[config.mk]
export PLATFORM = sky130hd
export DESIGN_NAME = scsi_target_seq
export DESIGN_NICKNAME = d
export VERILOG_FILES = /design/src/rtl/scsi_tgt_pkg.sv /design/src/rtl/scsi_cdb_decode.sv /design/src/rtl/scsi_din_mux.sv /design/src/rtl/scsi_target_seq.sv
export SDC_FILE = /design/constraint.sdc
export NUM_CORES = 1
export LEC_CHECK = 0
export ABC_AREA = 0
export BUFFER_PORTS_ARGS = -buffer_cell sky130_fd_sc_hd__buf_2
export CORE_ASPECT_RATIO = 0.5
export CORE_MARGIN = 2
export CORE_UTILIZATION = 45
export CTS_CLUSTER_DIAMETER = 200
export CTS_CLUSTER_SIZE = 10
export DETAILED_ROUTE_END_ITERATION = 8
export GPL_TIMING_DRIVEN = 0
export PLACE_DENSITY = 0.68
export SYNTH_ARGS = -nofsm -noshare
export SYNTH_HDL_FRONTEND = slang
export SYNTH_HIERARCHICAL = 1
export SYNTH_SLANG_ARGS = --single-unit
[constraint.sdc]
create_clock -name clk -period 3.42 [get_ports clk]
set_clock_uncertainty 0.1 [all_clocks]
set_input_delay 0.513 -clock clk [delete_from_list [all_inputs] [get_ports clk]]
set_output_delay 0.513 -clock clk [all_outputs]
set_load 0.05 [all_outputs]
[src/rtl/scsi_tgt_pkg.sv]
// Shared types for the disk target sequencer.
// Assumes one target and a single outstanding command at a time.
package scsi_tgt_pkg;
    typedef enum logic [3:0] {
        PH_FREE, PH_ARB, PH_SEL, PH_MSGOUT, PH_CMD,
        PH_DIN, PH_DOUT, PH_STAT, PH_MSGIN
    } tgt_state_e;

    typedef enum logic [2:0] {
        CK_READ, CK_WRITE, CK_INQ, CK_SENSE, CK_OTHER
    } cmd_kind_e;

    typedef enum logic [1:0] {
        SRC_STORE, SRC_INQ, SRC_SENSE
    } din_src_e;

    localparam int CDB_MAX = 10;

    localparam logic [7:0] OP_READ10  = 8'h28;
    localparam logic [7:0] OP_WRITE10 = 8'h2A;
    localparam logic [7:0] OP_INQ     = 8'h12;
    localparam logic [7:0] OP_SENSE   = 8'h03;

    localparam logic [7:0] STS_GOOD  = 8'h00;
    localparam logic [7:0] STS_CHECK = 8'h02;

    // phase line codes {msg, cd, io}
    localparam logic [2:0] LN_DOUT   = 3'b000;
    localparam logic [2:0] LN_DIN    = 3'b001;
    localparam logic [2:0] LN_CMD    = 3'b010;
    localparam logic [2:0] LN_STAT   = 3'b011;
    localparam logic [2:0] LN_MSGOUT = 3'b110;
    localparam logic [2:0] LN_MSGIN  = 3'b111;
endpackage

[src/rtl/scsi_cdb_decode.sv]
// Command descriptor decoder: length by opcode group, operation kind,
// LUN check, transfer byte count and block address.
// Assumes the descriptor bytes are stable while being decoded (pure logic).
module scsi_cdb_decode
    import scsi_tgt_pkg::*;
#(
    parameter int BLK_W = 9
) (
    input  logic [CDB_MAX-1:0][7:0] cdb,
    output logic [3:0]              cdb_len,
    output cmd_kind_e               kind,
    output logic                    lun_nz,
    output logic [16+BLK_W-1:0]     xfer_len,
    output logic [31:0]             lba
);
    localparam int CNT_W = 16 + BLK_W;

    // Descriptor length from the opcode group field
    always_comb begin
        cdb_len = (cdb[0][7:5] == 3'b001) ? 4'd10 : 4'd6;
    end

    // Operation kind, LUN, byte count and big-endian block address
    always_comb begin
        lun_nz = (cdb[1][7:5] != 3'b000);
        lba    = {cdb[2], cdb[3], cdb[4], cdb[5]};
        unique case (cdb[0])
            OP_READ10:  kind = CK_READ;
            OP_WRITE10: kind = CK_WRITE;
            OP_INQ:     kind = CK_INQ;
            OP_SENSE:   kind = CK_SENSE;
            default:    kind = CK_OTHER;
        endcase
        case (kind)
            CK_READ, CK_WRITE: xfer_len = {cdb[7], cdb[8], {BLK_W{1'b0}}};
            CK_INQ, CK_SENSE:  xfer_len = {{(CNT_W-8){1'b0}}, cdb[4]};
            default:           xfer_len = '0;
        endcase
    end
endmodule

[src/rtl/scsi_din_mux.sv]
// Selects the next data-in byte: store data, inquiry data or sense data.
// Assumes the store returns its byte in the same cycle as the index.
module scsi_din_mux
    import scsi_tgt_pkg::*;
#(
    parameter int CNT_W = 25
) (
    input  din_src_e         src,
    input  logic [CNT_W-1:0] idx,
    input  logic             sense_bad,
    input  logic [7:0]       st_rdata,
    output logic [7:0]       din_byte
);
    // Byte value for the current index and source
    always_comb begin
        din_byte = 8'h00;
        case (src)
            SRC_STORE: din_byte = st_rdata;
            SRC_INQ:   if (idx == CNT_W'(2)) din_byte = 8'h02;
            SRC_SENSE: begin
                if (idx == CNT_W'(0))                   din_byte = 8'h70;
                else if (sense_bad && idx == CNT_W'(2))  din_byte = 8'h05;
                else if (sense_bad && idx == CNT_W'(12)) din_byte = 8'h08;
            end
            default:   din_byte = 8'h00;
        endcase
    end
endmodule

[src/rtl/scsi_target_seq.sv]
// Target-side bus phase sequencer for a minimal disk.
// Handles selection, message out, command collection, data in/out,
// status and message in. Phase lines are registered and change with
// the state. Assumes bus inputs are already synchronised to clk.
module scsi_target_seq
    import scsi_tgt_pkg::*;
#(
    parameter int BLK_W = 9
) (
    input  logic              clk,
    input  logic              rst_n,
    input  logic              bus_rst,
    input  logic              bus_bsy,
    input  logic              bus_sel,
    input  logic              bus_atn,
    input  logic              bus_ack,
    input  logic              bus_dack,
    input  logic              sel_en,
    input  logic [7:0]        data_i,
    input  logic [7:0]        st_rdata,
    output logic              tgt_bsy,
    output logic              req,
    output logic              drq,
    output logic              msg,
    output logic              cd,
    output logic              io,
    output logic [7:0]        data_o,
    output logic [31:0]       st_lba,
    output logic [16+BLK_W-1:0] st_idx,
    output logic              st_wr,
    output logic [7:0]        st_wdata
);
    localparam int CNT_W = 16 + BLK_W;

    tgt_state_e              state_q;
    logic                    bsy_q, req_q, drq_q;
    logic [2:0]              ln_q;
    logic [7:0]              dout_q, status_q;
    logic [3:0]              cnt_q;
    logic [CDB_MAX-1:0][7:0] cdb_q;
    logic [CNT_W-1:0]        remain_q, idx_q;
    logic [31:0]             lba_q;
    din_src_e                src_q;
    logic                    sense_bad_q;

    logic [3:0]              cdb_len;
    cmd_kind_e               kind;
    logic                    lun_nz;
    logic [CNT_W-1:0]        xfer_len;
    logic [31:0]             dec_lba;
    logic [7:0]              din_byte;
    logic                    dma_take;

    scsi_cdb_decode #(.BLK_W(BLK_W)) u_dec (
        .cdb      (cdb_q),
        .cdb_len  (cdb_len),
        .kind     (kind),
        .lun_nz   (lun_nz),
        .xfer_len (xfer_len),
        .lba      (dec_lba)
    );

    scsi_din_mux #(.CNT_W(CNT_W)) u_din (
        .src       (src_q),
        .idx       (idx_q),
        .sense_bad (sense_bad_q),
        .st_rdata  (st_rdata),
        .din_byte  (din_byte)
    );

    // DMA byte acceptance in data out
    assign dma_take = (state_q == PH_DOUT) && drq_q && bus_dack;

    // Phase sequencer, handshakes and transfer bookkeeping
    always_ff @(posedge clk) begin
        if (!rst_n || bus_rst) begin
            state_q     <= PH_FREE;
            bsy_q       <= 1'b0;
            req_q       <= 1'b0;
            drq_q       <= 1'b0;
            ln_q        <= LN_DOUT;
            dout_q      <= 8'h00;
            status_q    <= STS_GOOD;
            cnt_q       <= '0;
            cdb_q       <= '0;
            remain_q    <= '0;
            idx_q       <= '0;
            lba_q       <= '0;
            src_q       <= SRC_STORE;
            sense_bad_q <= 1'b0;
        end else begin
            case (state_q)
                PH_FREE: if (bus_sel) state_q <= PH_ARB;
                PH_ARB: begin
                    if (!bus_bsy && bus_sel && (data_i != 8'h00) && sel_en) begin
                        state_q <= PH_SEL;
                        bsy_q   <= 1'b1;
                    end else if (!bus_bsy && !bus_sel) begin
                        state_q <= PH_FREE;
                    end
                end
                PH_SEL: begin
                    status_q <= STS_GOOD;
                    cnt_q    <= '0;
                    if (bus_atn) begin
                        state_q <= PH_MSGOUT;
                        ln_q    <= LN_MSGOUT;
                    end else begin
                        state_q <= PH_CMD;
                        ln_q    <= LN_CMD;
                    end
                end
                PH_MSGOUT: begin
                    if (!bus_ack) req_q <= 1'b1;
                    else if (req_q) begin
                        req_q   <= 1'b0;
                        state_q <= PH_CMD;
                        ln_q    <= LN_CMD;
                    end
                end
                PH_CMD: begin
                    if (cnt_q == cdb_len) begin
                        lba_q       <= dec_lba;
                        idx_q       <= '0;
                        remain_q    <= xfer_len;
                        sense_bad_q <= lun_nz;
                        src_q       <= (kind == CK_INQ)   ? SRC_INQ :
                                       (kind == CK_SENSE) ? SRC_SENSE : SRC_STORE;
                        if (kind == CK_INQ && lun_nz) status_q <= STS_CHECK;
                        if (kind == CK_OTHER || xfer_len == '0) begin
                            state_q <= PH_STAT;
                            ln_q    <= LN_STAT;
                        end else if (kind == CK_WRITE) begin
                            state_q <= PH_DOUT;
                            ln_q    <= LN_DOUT;
                        end else begin
                            state_q <= PH_DIN;
                            ln_q    <= LN_DIN;
                        end
                    end else if (!bus_ack) begin
                        req_q <= 1'b1;
                    end else if (req_q) begin
                        cdb_q[cnt_q] <= data_i;
                        cnt_q        <= cnt_q + 4'd1;
                        req_q        <= 1'b0;
                    end
                end
                PH_DIN: begin
                    if (!bus_ack) begin
                        req_q  <= 1'b1;
                        dout_q <= din_byte;
                    end else if (req_q) begin
                        req_q    <= 1'b0;
                        idx_q    <= idx_q + CNT_W'(1);
                        remain_q <= remain_q - CNT_W'(1);
                        if (remain_q == CNT_W'(1)) begin
                            state_q <= PH_STAT;
                            ln_q    <= LN_STAT;
                        end
                    end
                end
                PH_DOUT: begin
                    if (!bus_ack) req_q <= 1'b1;
                    if (!bus_dack) drq_q <= 1'b1;
                    else if (drq_q) begin
                        drq_q    <= 1'b0;
                        idx_q    <= idx_q + CNT_W'(1);
                        remain_q <= remain_q - CNT_W'(1);
                        if (remain_q == CNT_W'(1)) begin
                            req_q   <= 1'b0;
                            state_q <= PH_STAT;
                            ln_q    <= LN_STAT;
                        end
                    end
                end
                PH_STAT: begin
                    if (!bus_ack) begin
                        req_q  <= 1'b1;
                        dout_q <= status_q;
                    end else if (req_q) begin
                        req_q   <= 1'b0;
                        state_q <= PH_MSGIN;
                        ln_q    <= LN_MSGIN;
                    end
                end
                PH_MSGIN: begin
                    if (!bus_ack) begin
                        req_q  <= 1'b1;
                        dout_q <= status_q;
                    end else if (req_q) begin
                        req_q   <= 1'b0;
                        bsy_q   <= 1'b0;
                        state_q <= PH_FREE;
                        ln_q    <= LN_DOUT;
                    end
                end
                default: state_q <= PH_FREE;
            endcase
        end
    end

    assign tgt_bsy  = bsy_q;
    assign req      = req_q;
    assign drq      = drq_q;
    assign {msg, cd, io} = ln_q;
    assign data_o   = dout_q;
    assign st_lba   = lba_q;
    assign st_idx   = idx_q;
    assign st_wr    = dma_take;
    assign st_wdata = data_i;

    // A bus reset clears every driven bus line
    assert_bus_reset_R1: assert property (@(posedge clk) disable iff (!rst_n)
        bus_rst |=> (!bsy_q && !req_q && !drq_q && ln_q == LN_DOUT));

    // The target takes the bus only after a qualified selection
    assert_sel_qualified_R2: assert property (@(posedge clk) disable iff (!rst_n)
        $rose(bsy_q) |-> $past(!bus_bsy && bus_sel && data_i != 8'h00 && sel_en));

    // Request rises only at an edge where acknowledge was low
    assert_req_after_ack_low_R4: assert property (@(posedge clk) disable iff (!rst_n)
        $rose(req_q) |-> $past(!bus_ack));

    // Status and message-in requests carry their phase codes
    assert_status_lines_R10: assert property (@(posedge clk) disable iff (!rst_n)
        (req_q && state_q == PH_STAT) |-> (ln_q == LN_STAT));

    // Bus is released after the message-in byte
    assert_release_after_msgin_R10: assert property (@(posedge clk) disable iff (!rst_n)
        (state_q == PH_MSGIN && req_q && bus_ack) |=> (!bsy_q && ln_q == LN_DOUT));

    // DMA request only while holding the bus in data out
    assert_drq_in_dout_R12: assert property (@(posedge clk) disable iff (!rst_n)
        drq_q |-> (bsy_q && ln_q == LN_DOUT));
endmodule

==> results.cfg, run 1 <==
[timing]
fin_crit_ns = 3.17
finalSetupViolations = 0
rsz0062_at_grt = no
min_period_over_period = 0.927
maxSlewViolCount = 0
relSlewSlack = 0.0882
tightest_slew_ns = 1.35
max_freq_mhz = 315
final_hold_viol_count = 0
fin_ws_ns = 0.249
finalSetupTns_ns = 0

[route]
via_count = 8563
via_per_inst = 5.65
drtIter0Drc = 710
drc_errors = 0
drt-total-wl_um = 26100
ant_nets = 0
routedWlPerCell_um = 17.2
firstDrtPassIters = 5

[logic_synthesis]
syn_avg_cell_area_um2 = 7.89
synthesis.yosys.warnings = 6
syn_area_um2 = 8780
syn_inst = 1114

[clock_tree]
postCtsHoldBufs = 0
cts_max_path_buffers = 2
numCtsBuffers = 17
clk_pin_slew_ns = 0.07
post_cts.repair.setup_buffers = 0
insertion_delay_ns = 0.44
htreeDepth = 4
root_buffer = clkbuf_16
tritoncts = done
clkSinkCount = 167

[min_path]
hold_end = drq
hold_depth = 2
min-delay-start = bus_dack
hold_class = in -> reg

[critical_path]
arrival_ns = 3.38
cp.required_ns = 3.63
r2r_end = st_idx[15]
reg2reg_depth = 10
endpoint_kind = register
critical-path-max-stage-delay_ns = 0.54
crit_family = buffers and inverters
cp_max_fo = 10
crit_chain = nor2_1, nand2_1, xnor2_1, a41o_1, buf_4, buf_6, nand2_2, o21ai_1, clkbuf_1, a21oi_1
r2r_slack_ns = 0.25
start_kind = register
path_buf_inv = 3
worstSetupPathType = reg -> reg
cpMaxStageDelayCell = o21ai_1
r2r-start = cdb_q[7]

[job]
drv_cap = 0

[grt]
grt_pass1_vias = 7655
grt_pass1_wl_um = 41300
gr-total-overflow = 0
grt_max_degree = 17
antenna_found_initial = 0
grt_usage = 0.255

[cells_and_area]
fin_util = 0.532
drive_gt1_frac = 0.184
fin_nets = 1270
area_delta_synth_final_pct = 16.7
layout_commonest_cell = nand2_1
mostFrequentLayoutCells = nand2_1, dfxtp_1, buf_2
antenna_cells = 0

[floorplan]
die_w_um = 202
std_cell_rows = 36
die_h_um = 103
die-area_um2 = 20700
num_io_pins = 105
core_um2 = 19300
start_util = 0.456

[place]
io_buffers = 104
place_congestion = 0.944
place_ws_ns = 0.254
hpwlAfterDp_um = 19000

[status]
status = finished, final reports clean

[power_and_ir_drop]
powerDensity_nw_per_um2 = 401
vdd_ir_drop_max_mv = 0.306
p_leak_nw = 3.84
## worst max path at each step
| stage | start | end | slack [ns] | cells past startpoint |
|---|---|---|---|---|
| detailed placement | cdb_q[7] | remain_q[23] | 0.25 | 8 |
| global route | cdb_q[7] | st_idx[3] | 0.007 | 10 |
| global placement | cdb_q[7] | remain_q[23] | 0.29 | 8 |
| finish | cdb_q[7] | st_idx[15] | 0.25 | 10 |
| floorplan | st_idx[2] | st_idx[18] | 0.88 | 6 |
| CTS | cdb_q[7] | remain_q[23] | 0.24 | 8 |
## stage by stage
step	hold WS (ns)	power, mW	area [um^2]	cells
6_report	0.179	4.11	10300	1516
5_1_grt	0.166	4.23	10300	1516
4_1_cts	0.158	4.14	10200	1516
3_5_place_dp	0.337	2.16	9640	1485
3_3_place_gp	0.333	2.16	9640	1485
2_1_floorplan	0.323	2.09	8790	1115
## registers in the layout (all words and copies together) (netlist names)
register and cells:
ln_q 3, status_q 1, req 1, st_lba 32, src_q 2, state_q 4, st_idx 25, cdb_q 59
tgt_bsy 1, remain_q 25, data_o 8, cnt_q 4, sense_bad_q 1, drq 1
## worst register-to-register path, cell delays in order (launching register included)
cell,delay (ns)
dfxtp_1,0.31
nor2_1,0.27
nand2_1,0.15
xnor2_1,0.34
a41o_1,0.22
buf_4,0.22
buf_6,0.20
nand2_2,0.12
o21ai_1,0.54
clkbuf_1,0.46
a21oi_1,0.09
## routing by layer
| layer | share of wire | track usage | up-vias |
|---|---|---|---|
| met5 | 0 | 0 | - |
| met4 | 0.019 | 0.0843 | 0 |
| met3 | 0.070 | 0.0537 | 36 |
| met2 | 0.43 | 0.396 | 309 |
| met1 | 0.48 | 0.355 | 4042 |
| li1 | - | - | 4176 |
## area by class of cell
type	instances	area, um^2
Fill cell	1880	9020
Clock buffer	18	439
Sequential cell	167	3340
Buffer	134	711
Tap cell	266	333
Multi-Input combinational cell	793	4670
Inverter	21	78.8
Clock inverter	13	159
Timing Repair Buffer	104	520
## timing repair
action,CTS,global route
endpoints found under the hold margin,0,0
gates resized for setup,0,2
endpoints found under the setup margin,0,6
## where the power goes
part / internal, mW / total (mW) / switching (mW)
clock network: 1.11 / 1.99 / 0.879
registers: 1.94 / 1.95 / 0.00186
logic: 0.0464 / 0.171 / 0.125
(Power assumes the default switching activity.)
==> run 2: changes to the inputs <==
CORE_MARGIN = 4   (was 2)
==> run 2 against run 1 <==
Combinational power barely moved. Sequential share of layout area up 0.12 points. Cell count decreased by 0.40%. Register-to-register slack improved by 0.06 ns. Setup slack better by 0.058 ns. First-iteration DRC count grew 1.7%. Total power decreased by 1.6%. Critical endpoint is now remain_q[23]. Largest cell class unchanged.
==> results.cfg, run 2 (same netlist as run 1, synthesis figures left out) <==
[cells_and_area]
fin_nets = 1270
fin_util = 0.544
mostFrequentLayoutCells = nand2_1, dfxtp_1, buf_2
top_register = cdb_q
drive_gt1_frac = 0.185
layout_commonest_cell = nand2_1
antenna_cells = 0
largest_reg_flops = 59
design_area_um2 = 10200
area_delta_synth_final_pct = 16.3
final_cells = 1510

[power_and_ir_drop]
powerDensity_nw_per_um2 = 396
vdd_ir_drop_max_mv = 0.258
p_leak_nw = 3.82
p_total_mw = 4.05

[floorplan]
std_cell_rows = 35
die_h_um = 107
start_util = 0.468
core_um2 = 18800
num_io_pins = 105
die_w_um = 206
die-area_um2 = 22000

[place]
hpwlAfterDp_um = 19300
place_congestion = 0.921
io_buffers = 104
place_ws_ns = 0.275
place_inst = 1478
dpl_cell_area_um2 = 9630

[critical_path]
worstSetupPathType = reg -> reg
start_kind = register
arrival_ns = 3.35
cp_max_fo = 10
endpoint_kind = register
cp.required_ns = 3.65

[clock_tree]
insertion_delay_ns = 0.44
clk_pin_slew_ns = 0.07
clkSinkCount = 167
tritoncts = done
numCtsBuffers = 17
root_buffer = clkbuf_16
postCtsHoldBufs = 0
post_cts.repair.setup_buffers = 0
cts_max_path_buffers = 2
htreeDepth = 4

[grt]
gr-total-overflow = 0
antenna_found_initial = 0
grt_pass1_wl_um = 42800
grt_usage = 0.243
grt_max_degree = 18
grt_pass1_vias = 8051

[timing]
min_period_over_period = 0.910
fin_ws_ns = 0.307
relSlewSlack = 0.131
finalSetupViolations = 0
fin_crit_ns = 3.11
tightest_slew_ns = 1.29
final_hold_viol_count = 0
finalSetupTns_ns = 0
rsz0062_at_grt = no
max_freq_mhz = 321
maxSlewViolCount = 0
whs_ns = 0.186

[route]
ant_nets = 0
drt-total-wl_um = 26900
via_count = 8698
drc_errors = 0
firstDrtPassIters = 7
drtIter0Drc = 722
via_per_inst = 5.76
routedWlPerCell_um = 17.8

[job]
drv_cap = 0

[status]
status = finished, final reports clean

[min_path]
hold_class = in -> reg
[run 2: cell count changes in the layout (fill, tap and decap cells not counted), sizes merged]
cell | previous run | this run
bufinv | 2 | 0
clkbuf | 94 | 95
inv | 28 | 29
clkinvlp | 2 | 3
[run 2: critical path, cell delays in order, from the launching register on]
cell,delay [ns]
dfxtp_1,0.32
nor2_1,0.30
nand2_1,0.16
xnor2_1,0.32
a41oi_2,0.37
nor2_2,0.49
clkbuf_1,0.47
o21ai_0,0.19
a32o_1,0.29
[run 2: timing repair]
item                                    in CTS  in global routing
hold endpoints to repair                     0                  0
endpoints found under the setup margin       0                 21
resized for setup                            0                  2
[run 2: worst paths after layout]
check / startpoint / to / slack (ns) / cells after the start
worst max-delay path: cdb_q[7] / remain_q[23] / 0.31 / 8
worst min-delay path: bus_dack / drq / 0.19 / 2
worst max register to register: cdb_q[7] / remain_q[23] / 0.31 / 8
worst min register to register: cdb_q[59] / cdb_q[59] / 0.35 / 2
[run 2: layout make-up]
| type | count | area, um^2 |
|---|---|---|
| clock inverters | 13 | 133 |
| clock buffers | 19 | 443 |
| fillers | 1767 | 8570 |
| flip-flops and latches | 167 | 3340 |
| plain buffers | 134 | 711 |
| repair buffers | 104 | 520 |
| inverters | 21 | 78.8 |
| well taps | 259 | 324 |
| multi-input cells | 793 | 4660 |
[run 2: where the power goes]
| group | internal, mW | total (mW) | switching [mW] |
|---|---|---|---|
| logic | 0.0465 | 0.172 | 0.125 |
| clock network | 0.991 | 1.93 | 0.938 |
| registers | 1.94 | 1.95 | 0.00182 |
[run 2: metal layers]
layer | up-vias | global-route usage | routed length, um
met2 | 352 | 0.379 | 11900
met5 | - | 0 | 0
met4 | 0 | 0.0745 | 473
met1 | 4113 | 0.343 | 12700
met3 | 48 | 0.0423 | 1840
li1 | 4185 | - | -
==> run 3: changes to the inputs <==
--- a/config.mk
+++ b/config.mk
@@ -9,5 +9,4 @@
 export BUFFER_PORTS_ARGS = -buffer_cell sky130_fd_sc_hd__buf_2
 export CORE_ASPECT_RATIO = 0.5
-export CORE_MARGIN = 4
 export CORE_UTILIZATION = 45
 export CTS_CLUSTER_DIAMETER = 200
@@ -16,4 +15,5 @@
 export GPL_TIMING_DRIVEN = 0
 export PLACE_DENSITY = 0.68
+export REMOVE_ABC_BUFFERS = 1
 export SYNTH_ARGS = -nofsm -noshare
 export SYNTH_HDL_FRONTEND = slang
==> constraint.sdc (replaced) <==
create_clock -name clk -period 3.42 [get_ports clk]
set_clock_uncertainty 0.1 [all_clocks]
set_input_delay 0.171 -clock clk [delete_from_list [all_inputs] [get_ports clk]]
set_output_delay 0.171 -clock clk [all_outputs]
set_load 0.05 [all_outputs]
==> run 3 against run 2 <==
Design area fell by 5.0%. Clock power shrank 2%. Critical path depth shrank 3. Register-to-register slack worse by 0.09 ns. Fmax is 2.9% lower. Total power decreased by 1.5%. Die area down 8.4%. Worst hold slack got worse by 0.17 ns. Non-clock buffer count decreased by 124. Sequential share of layout area up 1.7 points. Clock-buffer cell count unchanged. Setup slack got worse by 0.092 ns. Largest cell class unchanged.
==> results.cfg, run 3 (same netlist as run 1, synthesis figures left out) <==
[status]
status = finished, final reports clean

[grt]
grt_pass1_wl_um = 37000
grt_pass1_vias = 7174
gr-total-overflow = 0
grt_max_degree = 70
antenna_found_initial = 0
grt_usage = 0.232

[cells_and_area]
mostFrequentLayoutCells = nand2_1, dfxtp_1, buf_2
drive_gt1_frac = 0.168
fin_nets = 1146
area_delta_synth_final_pct = 10.5
top_register = cdb_q
fin_util = 0.518
largest_reg_flops = 59
antenna_cells = 0
layout_commonest_cell = nand2_1

[clock_tree]
insertion_delay_ns = 0.43
htreeDepth = 4
tritoncts = done
root_buffer = clkbuf_16
numCtsBuffers = 17
clk_pin_slew_ns = 0.07
clkSinkCount = 167
cts_max_path_buffers = 2

[place]
hpwlAfterDp_um = 15400
io_buffers = 104
place_congestion = 0.922

[job]
drv_cap = 0

[critical_path]
cp.required_ns = 3.60
reg2reg_depth = 5
cp_max_fo = 20
start_kind = register
arrival_ns = 3.38
worstSetupPathType = reg -> reg
endpoint_kind = register

[timing]
fin_crit_ns = 3.21
min_period_over_period = 0.937
tightest_slew_ns = 1.26
whs_ns = 0.0108
max_freq_mhz = 312
maxSlewViolCount = 0
final_hold_viol_count = 0
rsz0062_at_grt = no
relSlewSlack = 0.148
finalSetupViolations = 0

[min_path]
hold_class = in -> reg
hold_depth = 3

[route]
ant_nets = 0
drtIter0Drc = 478
firstDrtPassIters = 6
drc_errors = 0
routedWlPerCell_um = 16.4
via_count = 7931
via_per_inst = 5.72
drt-total-wl_um = 22800

[power_and_ir_drop]
p_leak_nw = 3.51
powerDensity_nw_per_um2 = 411
p_total_mw = 3.99
vdd_ir_drop_max_mv = 0.359

[floorplan]
die_h_um = 101
num_io_pins = 105
die_w_um = 200
start_util = 0.469
core_um2 = 18700
std_cell_rows = 35
die-area_um2 = 20100
==> run 3: cell count changes in the layout (fill, tap and decap cells not counted), moves of 4 or more <==
| cell | change |
|---|---|
| clkbuf_1 | -75 |
| buf_4 | -45 |
| buf_2 | -10 |
| buf_12 | +4 |
| dlygate4sd3_1 | +4 |
==> run 3: path summary, 6_finish.rpt <==
kind | from | endpoint | slack (ns)
worst max-delay path | state_q[2] | cdb_q[66] | 0.21
worst min-delay path | data_i[1] | cdb_q[41] | 0.01
worst max register to register | state_q[2] | cdb_q[66] | 0.21
worst min register to register | cdb_q[47] | cdb_q[47] | 0.35
==> run 3: report_power, final <==
part | switching, mW | internal, mW | leakage [nW]
logic | 0.105 | 0.0427 | 1.89
clock network | 0.915 | 0.973 | 0.276
registers | 0.00588 | 1.94 | 1.35
total | 1.03 | 2.96 | 3.51
==> run 3: routing by layer <==
layer  routed length (um)  track usage  vias to the layer above
li1                     -            -                     3923
met1                11100        0.325                     3776
met2                10200        0.363                      208
met3                 1160       0.0398                       24
met4                  325       0.0740                        0
met5                    0            0                        -
==> run 3: cell type report <==
| cell class | count | area [um^2] |
|---|---|---|
| Fill cell | 1851 | 9040 |
| Multi-Input combinational cell | 793 | 4720 |
| Sequential cell | 167 | 3350 |
| Timing Repair Buffer | 114 | 671 |
| Clock buffer | 19 | 433 |
| Tap cell | 259 | 324 |
| Clock inverter | 13 | 133 |
| Inverter | 21 | 78.8 |
==> run 3: stage by stage <==
| step | instance area [um^2] | TNS [ns] | setup slack, ns | std cells |
|---|---|---|---|---|
| floorplan | 8080 | -189.05 | -3.37 | 981 |
| global placement | 8920 | -423.60 | -6.83 | 1344 |
| detailed placement | 9060 | -11.12 | -0.421 | 1350 |
| CTS | 9670 | 0 | 0.0516 | 1386 |
| global route | 9700 | 0 | 0.0449 | 1386 |
| finish | 9700 | 0 | 0.214 | 1386 |
==> run 3: what timing repair did <==
action,4_1_cts,5_1_grt
setup buffers,0,0
endpoints found under the hold margin,11,0
hold buffers,4,0
gates resized for setup,1,7
endpoints found under the setup margin,37,31
==> run 3: critical path: stages (launching register included) <==
cell,delay [ns]
dfxtp_1,0.71
or4b_1,0.69
a41oi_2,0.50
nand4_1,0.61
mux2i_1,0.37
nor2_1,0.07
